File: src/rtl/irq_arb_pkg.sv
`timescale 1ns/1ps
package irq_arb_pkg;
  typedef enum logic [1:0] {
    KIND_MASKABLE = 2'd0,
    KIND_NMI      = 2'd1,
    KIND_ILLOP    = 2'd2
  } trap_kind_e;
endpackage

File: src/rtl/irq_sampler.sv
`timescale 1ns/1ps
module irq_sampler #(
  parameter int NUM_LEVELS = 16
) (
  input  logic                  clk,
  input  logic                  rst_n,
  input  logic                  sample_en,
  input  logic [NUM_LEVELS-1:0] irq_req,
  input  logic                  nmi_req,
  input  logic                  illop_req,
  output logic [NUM_LEVELS-1:0] pend_q,
  output logic                  nmi_q,
  output logic                  ill_q
);
  for (genvar i = 0; i < NUM_LEVELS; i++) begin : g_line
    always_ff @(posedge clk or negedge rst_n) begin
      if (!rst_n)         pend_q[i] <= 1'b0;
      else if (sample_en) pend_q[i] <= irq_req[i];
    end
  end

  always_ff @(posedge clk or negedge rst_n) begin
    if (!rst_n) begin
      nmi_q <= 1'b0;
      ill_q <= 1'b0;
    end else if (sample_en) begin
      nmi_q <= nmi_req;
      ill_q <= illop_req;
    end
  end
endmodule

File: src/rtl/irq_prio_enc.sv
`timescale 1ns/1ps
module irq_prio_enc #(
  parameter int NUM_LEVELS = 16,
  localparam int LW = $clog2(NUM_LEVELS)
) (
  input  logic [NUM_LEVELS-1:0] req,
  output logic                  hit,
  output logic [LW-1:0]         lvl
);
  always_comb begin
    hit = 1'b0;
    lvl = '0;
    for (int i = NUM_LEVELS - 1; i >= 0; i--) begin
      if (req[i]) begin
        hit = 1'b1;
        lvl = LW'(i);
      end
    end
  end
endmodule

File: src/rtl/irq_inhibit.sv
`timescale 1ns/1ps
module irq_inhibit (
  input  logic clk,
  input  logic rst_n,
  input  logic take,
  input  logic first_done,
  output logic inhibit
);
  always_ff @(posedge clk or negedge rst_n) begin
    if (!rst_n)          inhibit <= 1'b0;
    else if (take)       inhibit <= 1'b1;
    else if (first_done) inhibit <= 1'b0;
  end
endmodule

File: src/rtl/irq_arbiter.sv
`timescale 1ns/1ps
module irq_arbiter
  import irq_arb_pkg::*;
#(
  parameter int NUM_LEVELS = 16,
  parameter int ADDR_W     = 16,
  parameter int ILL_LEVEL  = 2,
  localparam int LW = $clog2(NUM_LEVELS)
) (
  input  logic                  clk,
  input  logic                  rst_n,
  input  logic [NUM_LEVELS-1:0] irq_req,
  input  logic                  nmi_req,
  input  logic                  illop_req,
  input  logic [LW-1:0]         cur_mask,
  input  logic                  sample_en,
  input  logic                  instr_done,
  input  logic                  first_done,
  output logic                  take_trap,
  output logic [1:0]            trap_kind,
  output logic [LW-1:0]         trap_level,
  output logic [ADDR_W-1:0]     vec_wp,
  output logic [ADDR_W-1:0]     vec_pc,
  output logic [LW-1:0]         new_mask,
  output logic                  save_ctx,
  output logic                  inhibit
);
  localparam logic [LW-1:0] ILL_LVL = LW'(ILL_LEVEL);

  // vector slot: word pair at 4*level
  function automatic logic [ADDR_W-1:0] slot_addr(input logic [LW-1:0] l, input logic second);
    return {{(ADDR_W-LW-2){1'b0}}, l, second, 1'b0};
  endfunction

  // mask after entry: one below the level, floor at zero
  function automatic logic [LW-1:0] entry_mask(input logic [LW-1:0] l);
    return (l == '0) ? '0 : l - LW'(1);
  endfunction

  logic [NUM_LEVELS-1:0] pend_q;
  logic                  nmi_q, ill_q;
  logic                  m_hit;
  logic [LW-1:0]         m_lvl;
  logic                  mask_ok, above_ill, cand;
  trap_kind_e            kind;
  logic [LW-1:0]         lvl;
  logic                  save_q;

  irq_sampler #(.NUM_LEVELS(NUM_LEVELS)) u_sampler (
    .clk(clk), .rst_n(rst_n), .sample_en(sample_en),
    .irq_req(irq_req), .nmi_req(nmi_req), .illop_req(illop_req),
    .pend_q(pend_q), .nmi_q(nmi_q), .ill_q(ill_q)
  );

  irq_prio_enc #(.NUM_LEVELS(NUM_LEVELS)) u_enc (
    .req(pend_q), .hit(m_hit), .lvl(m_lvl)
  );

  assign mask_ok   = m_hit && (m_lvl <= cur_mask);
  assign above_ill = mask_ok && (m_lvl < ILL_LVL);

  always_comb begin
    cand = 1'b1;
    kind = KIND_MASKABLE;
    lvl  = m_lvl;
    if (nmi_q) begin
      kind = KIND_NMI;
      lvl  = '0;
    end else if (above_ill) begin
      kind = KIND_MASKABLE;
    end else if (ill_q) begin
      kind = KIND_ILLOP;
      lvl  = ILL_LVL;
    end else if (!mask_ok) begin
      cand = 1'b0;
    end
  end

  assign take_trap  = instr_done && cand && !inhibit;
  assign trap_kind  = kind;
  assign trap_level = lvl;
  assign vec_wp     = (kind == KIND_NMI) ? {{(ADDR_W-2){1'b1}}, 2'b00} : slot_addr(lvl, 1'b0);
  assign vec_pc     = (kind == KIND_NMI) ? {{(ADDR_W-2){1'b1}}, 2'b10} : slot_addr(lvl, 1'b1);
  assign new_mask   = (kind == KIND_NMI) ? '0 : entry_mask(lvl);

  irq_inhibit u_inh (
    .clk(clk), .rst_n(rst_n), .take(take_trap),
    .first_done(first_done), .inhibit(inhibit)
  );

  always_ff @(posedge clk or negedge rst_n) begin
    if (!rst_n) save_q <= 1'b0;
    else        save_q <= take_trap;
  end
  assign save_ctx = save_q;
endmodule

File: config.mk
export PLATFORM = sky130hd
export DESIGN_NAME = irq_arbiter
export DESIGN_NICKNAME = d
export VERILOG_FILES = /design/src/rtl/irq_arb_pkg.sv /design/src/rtl/irq_sampler.sv /design/src/rtl/irq_prio_enc.sv /design/src/rtl/irq_inhibit.sv /design/src/rtl/irq_arbiter.sv
export SDC_FILE = /design/constraint.sdc
export NUM_CORES = 1
export LEC_CHECK = 0
export BUFFER_PORTS_ARGS = -buffer_cell sky130_fd_sc_hd__buf_2
export CAP_MARGIN = 20
export CORE_UTILIZATION = 47
export CTS_CLUSTER_SIZE = 40
export DETAILED_ROUTE_END_ITERATION = 16
export PLACE_DENSITY_LB_ADDON = 0.12
export SLEW_MARGIN = 5
export SYNTH_ARGS = -nofsm -noshare
export SYNTH_HDL_FRONTEND = slang
export SYNTH_HIERARCHICAL = 1
export SYNTH_SLANG_ARGS = --single-unit
export TNS_END_PERCENT = 100
File: constraint.sdc
create_clock -name clk -period 4.05 [get_ports clk]
set_input_delay 0.81 -clock clk [delete_from_list [all_inputs] [get_ports clk]]
set_output_delay 0.81 -clock clk [all_outputs]
set_load 0.05 [all_outputs]
# --- Yosys cells after proc, flatten, opt, wreduce, memory -nomap -nowiden ---
# Cells that the tools add are included.
totals:
  reg_bits: 20
  inputBits: 27
  out_inout_bits: 45
classes:
  order_cmp: 2
  mux: 48
  n_eq_ne: 1
  n_addsub: 1
  n_reduce_logical: 7
op_table:
  columns: ["cell", "n"]
  rows:
  - ["$mux W4", 21]
  - ["$mux W16", 2]
  - ["$mux W1", 22]
  - ["$mux W2", 3]
  - ["$le A4 B4 Y1", 1]
  - ["$logic_and A1 B1 Y1", 4]
  - ["$logic_not A4 Y1", 1]
  - ["$lt A4 B2 Y1 const B", 1]
  - ["$sub A4 B1 Y4 const B", 1]
  - ["$eq A2 B1 Y1 const B", 1]
  - ["$reduce_bool A2 Y1", 1]
  - ["$logic_not A1 Y1", 1]

# --- Logic depth before layout (Yosys ltp) ---
# Gate-level depths: netlist of the first run.
logic_depth:
  word_depth: 25
  ltp_mapped: 14
  mapped_depth_nobuf: 14

# --- By module ---
# The synthesis of the first run kept the hierarchy.
modules_own_cells:
  columns: ["mod", "area_each_um2", "instances", "cells_each", "seq_area_each_um2"]
  rows:
  - ["irq_sampler", 721.9, 1, 38, 450.4]
  - ["irq_arbiter", 614.3, 1, 82, 25.0]
  - ["irq_prio_enc", 178.9, 1, 33, 0.0]
  - ["irq_inhibit", 36.3, 1, 3, 25.0]

# --- Least setup slack after synthesis of the first run ---
# No wires, ideal clock.
synth_path:
  kind: "register to output"
  start: "reg u_sampler.pend_q[7]"
  end: "out new_mask[3]"
  arrival_ns: 3.852
  path_slack_ns: -0.612
  stages_incl_launch_ff: 12
  t_required_ns: 3.240
  cell_sequence: "dfrtp_1 > nor4_2 > nor3b_1 > ha_1 > nand4_1 > nor4b_1 > a211oi_2 > o21bai_1 > ha_1 > nor3_1 > o21ai_0 > a211oi_1"
synth_between:
  elab_chain_cells: 16
  word_cells_on_any_way: 30
  classes_between: "add/sub (1); order compare (2); eq/ne (1); mux (23); reduce/logical (3)"
synth_rtl:
  columns: ["item", "line_no", "source"]
  rows:
  - ["start: declaration", "irq_sampler.sv:11", "output logic [NUM_LEVELS-1:0] pend_q,"]
  - ["start signal: indexed assignment", "irq_sampler.sv:18", "else if (sample_en) pend_q[i] <= irq_req[i];"]
  - ["$mux W4 (*) (8 in a row)", "irq_prio_enc.sv:14", "if (req[i]) begin"]
  - ["net m_lvl[3]", "irq_arbiter.sv:43", "logic [LW-1:0] m_lvl;"]
  - ["$le A4 B4 Y1", "irq_arbiter.sv:59", "assign mask_ok = m_hit && (m_lvl <= cur_mask);"]
  - ["$logic_and A1 B1 Y1", "irq_arbiter.sv:59", null]
  - ["$logic_and A1 B1 Y1", "irq_arbiter.sv:60", "assign above_ill = mask_ok && (m_lvl < ILL_LVL);"]
  - ["$mux W4", "irq_arbiter.sv:69", "end else if (above_ill) begin"]
  - ["$mux W4", "irq_arbiter.sv:66", "if (nmi_q) begin"]
  - ["$sub A4 B1 Y4 or $logic_not A4 Y1 (tied branches)", "irq_arbiter.sv:37", "return (l == '0) ? '0 : l - LW'(1);"]
  - ["$mux W4", "irq_arbiter.sv:37", null]
  - ["$mux W4 (*)", "irq_arbiter.sv:84", "assign new_mask = (kind == KIND_NMI) ? '0 : entry_mask(lvl);"]
  - ["end: declaration", "irq_arbiter.sv:24", "output logic [LW-1:0] new_mask,"]
# Mark *: on every way through the listed nets, which the timed path passes. The rest lies on a longest branch.

# --- Final worst setup path of the first run ---
layout_path:
  start: "reg u_sampler.pend_q[11]"
  end: "out new_mask[0]"
layout_between:
  elab_chain_cells: 20
  word_cells_on_any_way: 38
  classes_between: "add/sub (1); order compare (2); eq/ne (1); mux (31); reduce/logical (3)"
layout_rtl:
  columns: ["item", "line_no"]
  rows:
  - ["$mux W4 (*) (12 in a row)", "irq_prio_enc.sv:14"]
  - ["net m_lvl[3]", "irq_arbiter.sv:43"]
  - ["$le A4 B4 Y1", "irq_arbiter.sv:59"]
  - ["$logic_and A1 B1 Y1", "irq_arbiter.sv:59"]
  - ["$logic_and A1 B1 Y1", "irq_arbiter.sv:60"]
  - ["$mux W4", "irq_arbiter.sv:69"]
  - ["$mux W4", "irq_arbiter.sv:66"]
  - ["$sub A4 B1 Y4 or $logic_not A4 Y1 (tied branches)", "irq_arbiter.sv:37"]
  - ["$mux W4", "irq_arbiter.sv:37"]
  - ["$mux W4 (*)", "irq_arbiter.sv:84"]
# Marks and branches as above.

==> results of run 1 <==
[area by class of cell]
class                      instances  share of cell area (%)
multi-input combinational         96                    42.7
tap                               44                    2.83
sequential                        20                    25.8
clock buffer                       4                    1.87
inverter                           9                    1.74
timing repair buffer              84                    25.1
[power breakdown]
| group | internal, mW | total [mW] | switching [mW] |
|---|---|---|---|
| combinational | 0.133 | 0.410 | 0.278 |
| clock | 0.0548 | 0.113 | 0.0586 |
| sequential | 0.224 | 0.259 | 0.0354 |
[through the flow]
step / setup TNS (ps) / instance area [µm²] / instances / hold slack (ps)
final: -63.2 / 1940 / 257 / 431
after global routing: -718 / 1940 / 257 / 442
after CTS: -124 / 1890 / 253 / 438
after detailed placement: 0 / 1750 / 241 / 508
after global placement: 0 / 1750 / 241 / 486
after floorplan: -291 / 1570 / 158 / 504
[cell usage in the layout, fill, tap and decap left out, types with 2 or more instances in the layout]
cell / Yosys / layout
inv_1: 9 / 8
mux2_2: 8 / 8
nand2_1: 6 / 6
nor3_1: 5 / 3
clkbuf_4: 0 / 3
nor4b_2: 1 / 2
buf_2: 0 / 63
a21oi_1: 5 / 4
o21ai_0: 4 / 3
mux2_4: 10 / 10
nor2_2: 0 / 2
nor2b_1: 4 / 4
buf_4: 28 / 17
nor3b_1: 4 / 3
or3_1: 2 / 2
buf_6: 1 / 4
ha_1: 5 / 4
a211oi_2: 1 / 2
conb_1: 2 / 4
a21o_1: 3 / 3
dfrtp_1: 20 / 20
nand4_1: 2 / 2
nor2_1: 9 / 7
nor3_2: 0 / 2
[final timing paths]
kind / to / cells after the start
setup / recovery: new_mask[0] / 13
hold / removal: u_sampler/pend_q[7] / 1
setup reg to reg: u_inh/inhibit / 9
hold reg to reg: u_inh/inhibit / 1
max in group asynchronous: u_sampler/pend_q[5] / 1
min in group clk: u_inh/inhibit / 1
[cells by family after synthesis]
group	after synthesis	synth area share (%)
fa+ha+maj	5	4.03
mux	19	16.1
simple gates	41	15.7
flops	20	32.3
compound gates	27	12.9
other cells	2	0.484
buf+inv	42	18.5
[cell usage after synthesis (all sizes together)]
library cell,n,share of area (%)
and2b,1,0.56
nor3b,4,1.9
o311ai,1,0.56
mux2i,1,0.65
nor2b,4,1.6
a31oi,1,0.40
o31ai,2,1.3
ha,5,4.0
o22ai,1,0.40
nor3,5,1.6
mux2,18,15
or3,2,0.81
buf,30,16
o211ai,1,0.48
inv,9,2.2
o21ba,1,0.65
o21ai,4,1.3
nor2,9,2.2
nand4,2,0.81
a211oi,2,1.3
o21bai,1,0.48
dfrtp,20,32
o21a,1,0.48
and3,2,0.81
a21o,4,2.0
clkbuf,3,0.73
nor4b,2,1.5
o311a,1,0.73
a21oi,5,1.6
conb,2,0.48
a311o,1,0.73
nor4,2,1.6
nand2,6,1.5
nand3,1,0.32
nand3b,1,0.48
a21boi,1,0.48
[layer usage]
metal	wire, µm	part of all wire (%)	GRT usage [%]
met1	1520	43	25.5
met2	1800	51	37.6
met3	182	5.2	5.24
met4	7	0.20	3.40
met5	0	0	0
[registers in the layout (all words and copies together), names as in the netlist]
signal,count
save_ctx,1
u_sampler/ill_q,1
u_inh/inhibit,1
u_sampler/pend_q,16
u_sampler/nmi_q,1
[repair_timing]
| item | 4_1_cts | 5_1_grt |
|---|---|---|
| setup buffers | 8 | 4 |
| pin swaps | 11 | 9 |
| cloned | 0 | 0 |
| endpoints found under the setup margin | 4 | 4 |
| resized for setup | 11 | 9 |
==> out/qor.csv, run 1 <==
metric,value,unit
power,0.783,mW
cpPeakStageDelay,430,ps
antenna-diode-count,0,
crit_path_start,u_sampler/pend_q[11],
cts.sinks,20,
wl,3520,µm
cts_tree,done,
netlist_area,1550,µm²
cts_buffer_depth,2,
drt-initial-drc-count,30,
final_core_util,62.6,%
dieArea,3530,µm²
grt_pass1_vias,1252,
rows,20,
vias,1322,
die_h,59.5,µm
cp_slowest_cell,dfrtp_1,
area_growth,25.2,%
gr-usage-all-layers,21.0,%
rsz0062_at_grt,true,
ys_ff_latch,20,
r2r_start,u_sampler/pend_q[11],
fmax,243,MHz
io_pins,72,
critical-path-top-delay-family,simple AND/OR/NAND/NOR gates,
hp-class,primary input to async pin,
htreeDepth,1,
ys_warn_count,6,
layout.nets,246,
ir_drop,0.272,mV
layout.area.seq,500,µm²
hold_viol_final,0,
arrival,3300,ps
failed_checks,setup timing,
postRouteAntennaNets,0,
status,"complete, but fails checks",
drive_gt1_share,60.1,%
start_kind,flop,
fin_crit,4110,ps
wl_per_cell,13.7,µm
clk_pin_slew_worst_paths,110,ps
fin_crit_sh,102,%
cts-root-buf,clkbuf_4,
crit_type,flop to output port,
worst_pin_slew,984,ps
drc,0,
slew_headroom,34.4,%
floorplan.initialDensity,50.0,%
grt_start_max_net_pins,40,
path_buf_inv,1,
critPathMaxFanout,4,
end_kind,output port,
dp_hpwl,2490,µm
rrSetupSlack,1730,ps
core,3100,µm²
dr.pass1.iters,4,
grt_pass1_wl,5600,µm
finClkSkew,5.84,ps
syn_inst,156,
insertion_delay,300,ps
fin_ws,-63.2,ps
port_buffers,67,
setup_viol,1,
yosysUniqueCellTypes,43,
synth.avg_cell_area,9.95,µm²
cts-hold-fix-buffers,0,
avgViaCountPerCell,5.14,
multiInputGateArea,830,µm²
die-width,59.5,µm
antenna_found_initial,0,
cp.required,3240,ps
dp_slack,59.1,ps
power_density,403,nW/µm²
fillCellCount,276,
finalMaxSlewViolations,0,
leakagePower,0.989,nW
grt_overflow,0,
gp_congestion,0.860,
yosysSeqAreaShare,32.3,%
path_cells,nor4_2 -> and3_4 -> nor3b_2 -> ha_1 -> a21oi_2 -> and3_1 -> a211oi_2 -> o21bai_1 -> ha_2 -> o21a_1 -> or3_1 -> o31ai_2 -> buf_6,
cts_buffers,3,
drv_cap,0,
Note: power is estimated with default switching activity, not from simulation.
==> inputs of run 2 (changes only) <==
Settings changed: SETUP_SLACK_MARGIN set to 0.2.
==> run 2 against run 1 <==
- the flow still finishes with violations (setup timing)
- combinational power is 11% higher
- critical path depth rose by 3
- clock-buffer cell count down 1
- die area stayed put
- largest cell class unchanged
- largest power group unchanged
==> out/qor.csv, run 2 (synthesized netlist as in run 1, its figures left out) <==
metric,value,unit
status,"complete, but fails checks",
failed_checks,setup timing,
postRouteAntennaNets,0,
drv_cap,0,
hold_viol_final,0,
insertion_delay,280,ps
start_kind,flop,
route.met3.wl,141,µm
drt-initial-drc-count,41,
antenna-diode-count,0,
grt_start_max_net_pins,35,
gp_congestion,0.901,
ir_drop,0.222,mV
tns,-225,ps
final_common_cell,buf_2,
holdWs,451,ps
floorplan.initialDensity,50.0,%
fin_crit_sh,103,%
largest_reg_flops,16,
crit_type,flop to output port,
drive_gt1_share,66.5,%
avgViaCountPerCell,5.11,
fmax,240,MHz
slew_headroom,60.3,%
layout.nets,246,
multiInputGateArea,942,µm²
drc,0,
io_pins,72,
power_density,383,nW/µm²
grt_pass1_wl,5180,µm
rows,20,
gr-usage-all-layers,19.9,%
layout_common_cells,"58 x buf_2, 18 x dfrtp_1, 15 x buf_4",
cts_buffer_depth,2,
wl_per_cell,13.9,µm
r2r_start,u_sampler/pend_q[14],
hp-class,primary input to async pin,
top_layer,met4,
antenna_found_initial,0,
worst_pin_slew,587,ps
crit_path_start,u_sampler/pend_q[15],
layout.area.seq,503,µm²
die-width,59.5,µm
cts-root-buf,clkbuf_4,
grt_pass1_vias,1213,
finalMaxSlewViolations,0,
cp.required,3240,ps
dieArea,3530,µm²
vias,1308,
end_kind,output port,
finClkSkew,1.37,ps
dp_slack,-42.5,ps
top_register,u_sampler/pend_q,
htreeDepth,1,
rrSetupSlack,1710,ps
final_core_util,67.3,%
fin_ws,-114,ps
wl_met1,1460,µm
cts_buffers,3,
clk_pin_slew_worst_paths,100,ps
critPathMaxFanout,4,
setup_viol,3,
die_h,59.5,µm
area_growth,34.5,%
core,3100,µm²
dp_hpwl,2490,µm
leakagePower,1.01,nW
port_buffers,67,
dr.pass1.iters,4,
arrival,3350,ps
cts_tree,done,
wl,3560,µm
dr_wl_met2,1920,µm
rsz0062_at_grt,true,
fin_crit,4160,ps
cts.sinks,20,
fillCellCount,250,
grt_overflow,0,
run 2: cell count changes in the layout (fill, tap and decap cells not counted), moves of 2 or more:
cell and change:
buf_4 -2, nor2b_1 -2, nor3_1 -3, ha_4 +2, buf_6 +6, ha_1 -2
dfrtp_1 -2, nor3_2 +2, buf_2 -5, dfrtp_2 +2
run 2: final cells by class:
| class | count | share of cell area (%) |
|---|---|---|
| sequential | 20 | 24.1 |
| timing repair buffer | 84 | 25.4 |
| clock buffer | 3 | 1.08 |
| inverter | 9 | 1.62 |
| multi-input combinational | 96 | 45.1 |
| tap | 44 | 2.64 |
run 2: worst max-delay path, stage by stage (launching register included):
cell	delay, ps
dfrtp_1	400
nor2_2	60
buf_4	130
buf_6	100
buf_6	100
and3_4	170
nor3b_4	290
ha_4	190
a21oi_2	70
and3_1	190
a211oi_2	290
o21bai_1	110
ha_2	210
nor3_2	200
o21ai_2	110
a211oi_4	250
buf_6	190
run 2: through the flow:
stage	cell area, µm²	total power [mW]	cells
3_5_place_dp	1800	0.644	241
3_3_place_gp	1800	0.635	241
2_1_floorplan	1620	0.597	158
4_1_cts	1920	0.762	250
5_1_grt	2090	0.840	256
6_report	2090	0.799	256
run 2: routing by layer:
metal,track usage (%),vias to the layer above
li1,-,633
met1,22.7,620
met2,36.3,51
met3,2.18,4
met4,9.86,0
met5,0,-
run 2: final timing paths:
path	to	depth (start not counted)
min in group clk	u_inh/inhibit	1
hold reg to reg	u_inh/inhibit	1
hold / removal	u_sampler/pend_q[12]	1
setup / recovery	new_mask[3]	16
max in group asynchronous	u_sampler/pend_q[5]	1
setup reg to reg	u_inh/inhibit	10
run 2: what timing repair did:
item / 4_1_cts / 5_1_grt
pin swaps: 9 / 16
hold buffers: 0 / 0
setup endpoints to repair: 6 / 12
setup buffers: 6 / 6
gates resized for setup: 13 / 34
run 2: power by group:
part	total, mW	leakage, nW	internal [mW]	switching (mW)
combinational	0.456	0.761	0.156	0.300
sequential	0.255	0.232	0.224	0.0304
clock	0.0873	0.0138	0.0345	0.0527
==> inputs of run 3 (changes only) <==
==> constraint.sdc (replaced) <==
create_clock -name clk -period 4.05 [get_ports clk]
set_input_delay 0.6075 -clock clk [delete_from_list [all_inputs] [get_ports clk]]
set_output_delay 0.6075 -clock clk [all_outputs]
set_load 0.05 [all_outputs]
==> run 3 against run 2 <==
- the run now ends clean
- non-clock buffer count shrank 2
- die area is the same
- via count shrank 1.8%
- clock skew is essentially flat
- hold slack lost 210 ps
- largest power group unchanged
==> out/qor.csv, run 3 (synthesized netlist as in run 1, its figures left out) <==
metric,value,unit
status,completed,
dp_slack,174,ps
top_register,u_sampler/pend_q,
grt_start_max_net_pins,40,
dp_hpwl,2350,µm
dieArea,3530,µm²
end_kind,output port,
htreeDepth,1,
worst_pin_slew,975,ps
final_common_cell,buf_2,
leakagePower,0.977,nW
port_buffers,67,
gr-usage-all-layers,19.1,%
clk_pin_slew_worst_paths,100,ps
cts_tree,done,
cts-hold-fix-buffers,0,
cts-root-buf,clkbuf_4,
vias,1284,
wl,3210,µm
antenna-diode-count,0,
drv_cap,0,
rsz0062_at_grt,true,
fmax,249,MHz
final_cells,254,
cts_buffers,3,
layout.area.seq,502,µm²
io_pins,72,
grt_pass1_wl,5120,µm
finClkSkew,1.48,ps
hp-class,primary input to async pin,
placedCellCount,240,
largest_reg_flops,16,
power_density,392,nW/µm²
grt_overflow,0,
layout.nets,244,
dr.pass1.iters,4,
wl_per_cell,12.6,µm
layout_common_cells,"62 x buf_2, 19 x dfrtp_1, 15 x buf_4",
die_h,59.5,µm
fin_crit_sh,99.0,%
hold_viol_final,0,
cts_buffer_depth,2,
drive_gt1_share,61.0,%
setup_viol,0,
cp.required,3440,ps
postRouteAntennaNets,0,
fin_crit,4010,ps
core,3100,µm²
drt-initial-drc-count,31,
finalMaxSlewViolations,0,
rrSetupSlack,1530,ps
gp_congestion,0.840,
drc,0,
critPathMaxFanout,4,
fin_ws,38.5,ps
ir_drop,0.225,mV
die-width,59.5,µm
avgViaCountPerCell,5.06,
floorplan.initialDensity,50.0,%
arrival,3400,ps
tns,0,ps
slew_headroom,35.0,%
grt_pass1_vias,1171,
insertion_delay,290,ps
start_kind,flop,
crit_type,flop to output port,
fillCellCount,295,
area_growth,26.5,%
cts.sinks,20,
multiInputGateArea,875,µm²
rows,20,
antenna_found_initial,0,
-- run 3: timing repair --
| item | 4_1_cts | 5_1_grt |
|---|---|---|
| gates resized for setup | 11 | 18 |
| pin swaps | 6 | 9 |
| endpoints found under the setup margin | 4 | 4 |
| buffers inserted | 6 | 5 |
-- run 3: where the power goes --
part           switching (mW)  leakage (nW)  internal [mW]
Clock                  0.0540        0.0138         0.0346
Combinational           0.281         0.730          0.141
Sequential             0.0349         0.233          0.224
-- run 3: path summary, 6_finish.rpt --
check | start | endpoint | cells past startpoint
max | u_sampler/pend_q[14] | new_mask[0] | 14
min | rst_n | u_sampler/pend_q[8] | 1
max reg2reg | u_sampler/pend_q[14] | u_inh/inhibit | 12
min reg2reg | u_inh/inhibit | u_inh/inhibit | 1
max in group asynchronous | rst_n | u_sampler/pend_q[6] | 1
min in group clk | u_inh/inhibit | u_inh/inhibit | 1
-- run 3: cell type report --
cell class / count / share of cell area [%]
Clock buffer: 3 / 1.15
Inverter: 9 / 1.72
Multi-Input combinational cell: 96 / 44.6
Sequential cell: 20 / 25.6
Tap cell: 44 / 2.80
Timing Repair Buffer: 82 / 24.2
-- run 3: per-stage QoR --
step	power, mW	cell area [µm²]	hold WS [ps]	util, %
floorplan	0.588	1570	312	-
global placement	0.628	1740	481	56.1
detailed placement	0.632	1740	486	56.1
CTS	0.741	1850	243	59.5
global route	0.812	1960	253	63.3
finish	0.769	1960	241	63.3
-- run 3: per-layer routing --
metal | GRT usage, % | part of all wire (%) | vias up
met2 | 33.9 | 50 | 43
met5 | 0 | 0 | -
met4 | 3.06 | 0.44 | 0
met3 | 4.59 | 4.4 | 2
li1 | - | - | 622
met1 | 23.7 | 45 | 617
-- run 3: worst max-delay path: stages (launching register included) --
cell      delay [ps]
dfrtp_1          420
nor2_2           150
nor3_2            50
o31ai_1          280
a31oi_1          180
ha_1             330
nor2b_4          130
o211ai_1         270
a311o_2          260
nand3b_1         130
ha_4             210
o21a_1           110
or3_1            320
o31ai_2           70
buf_6            190
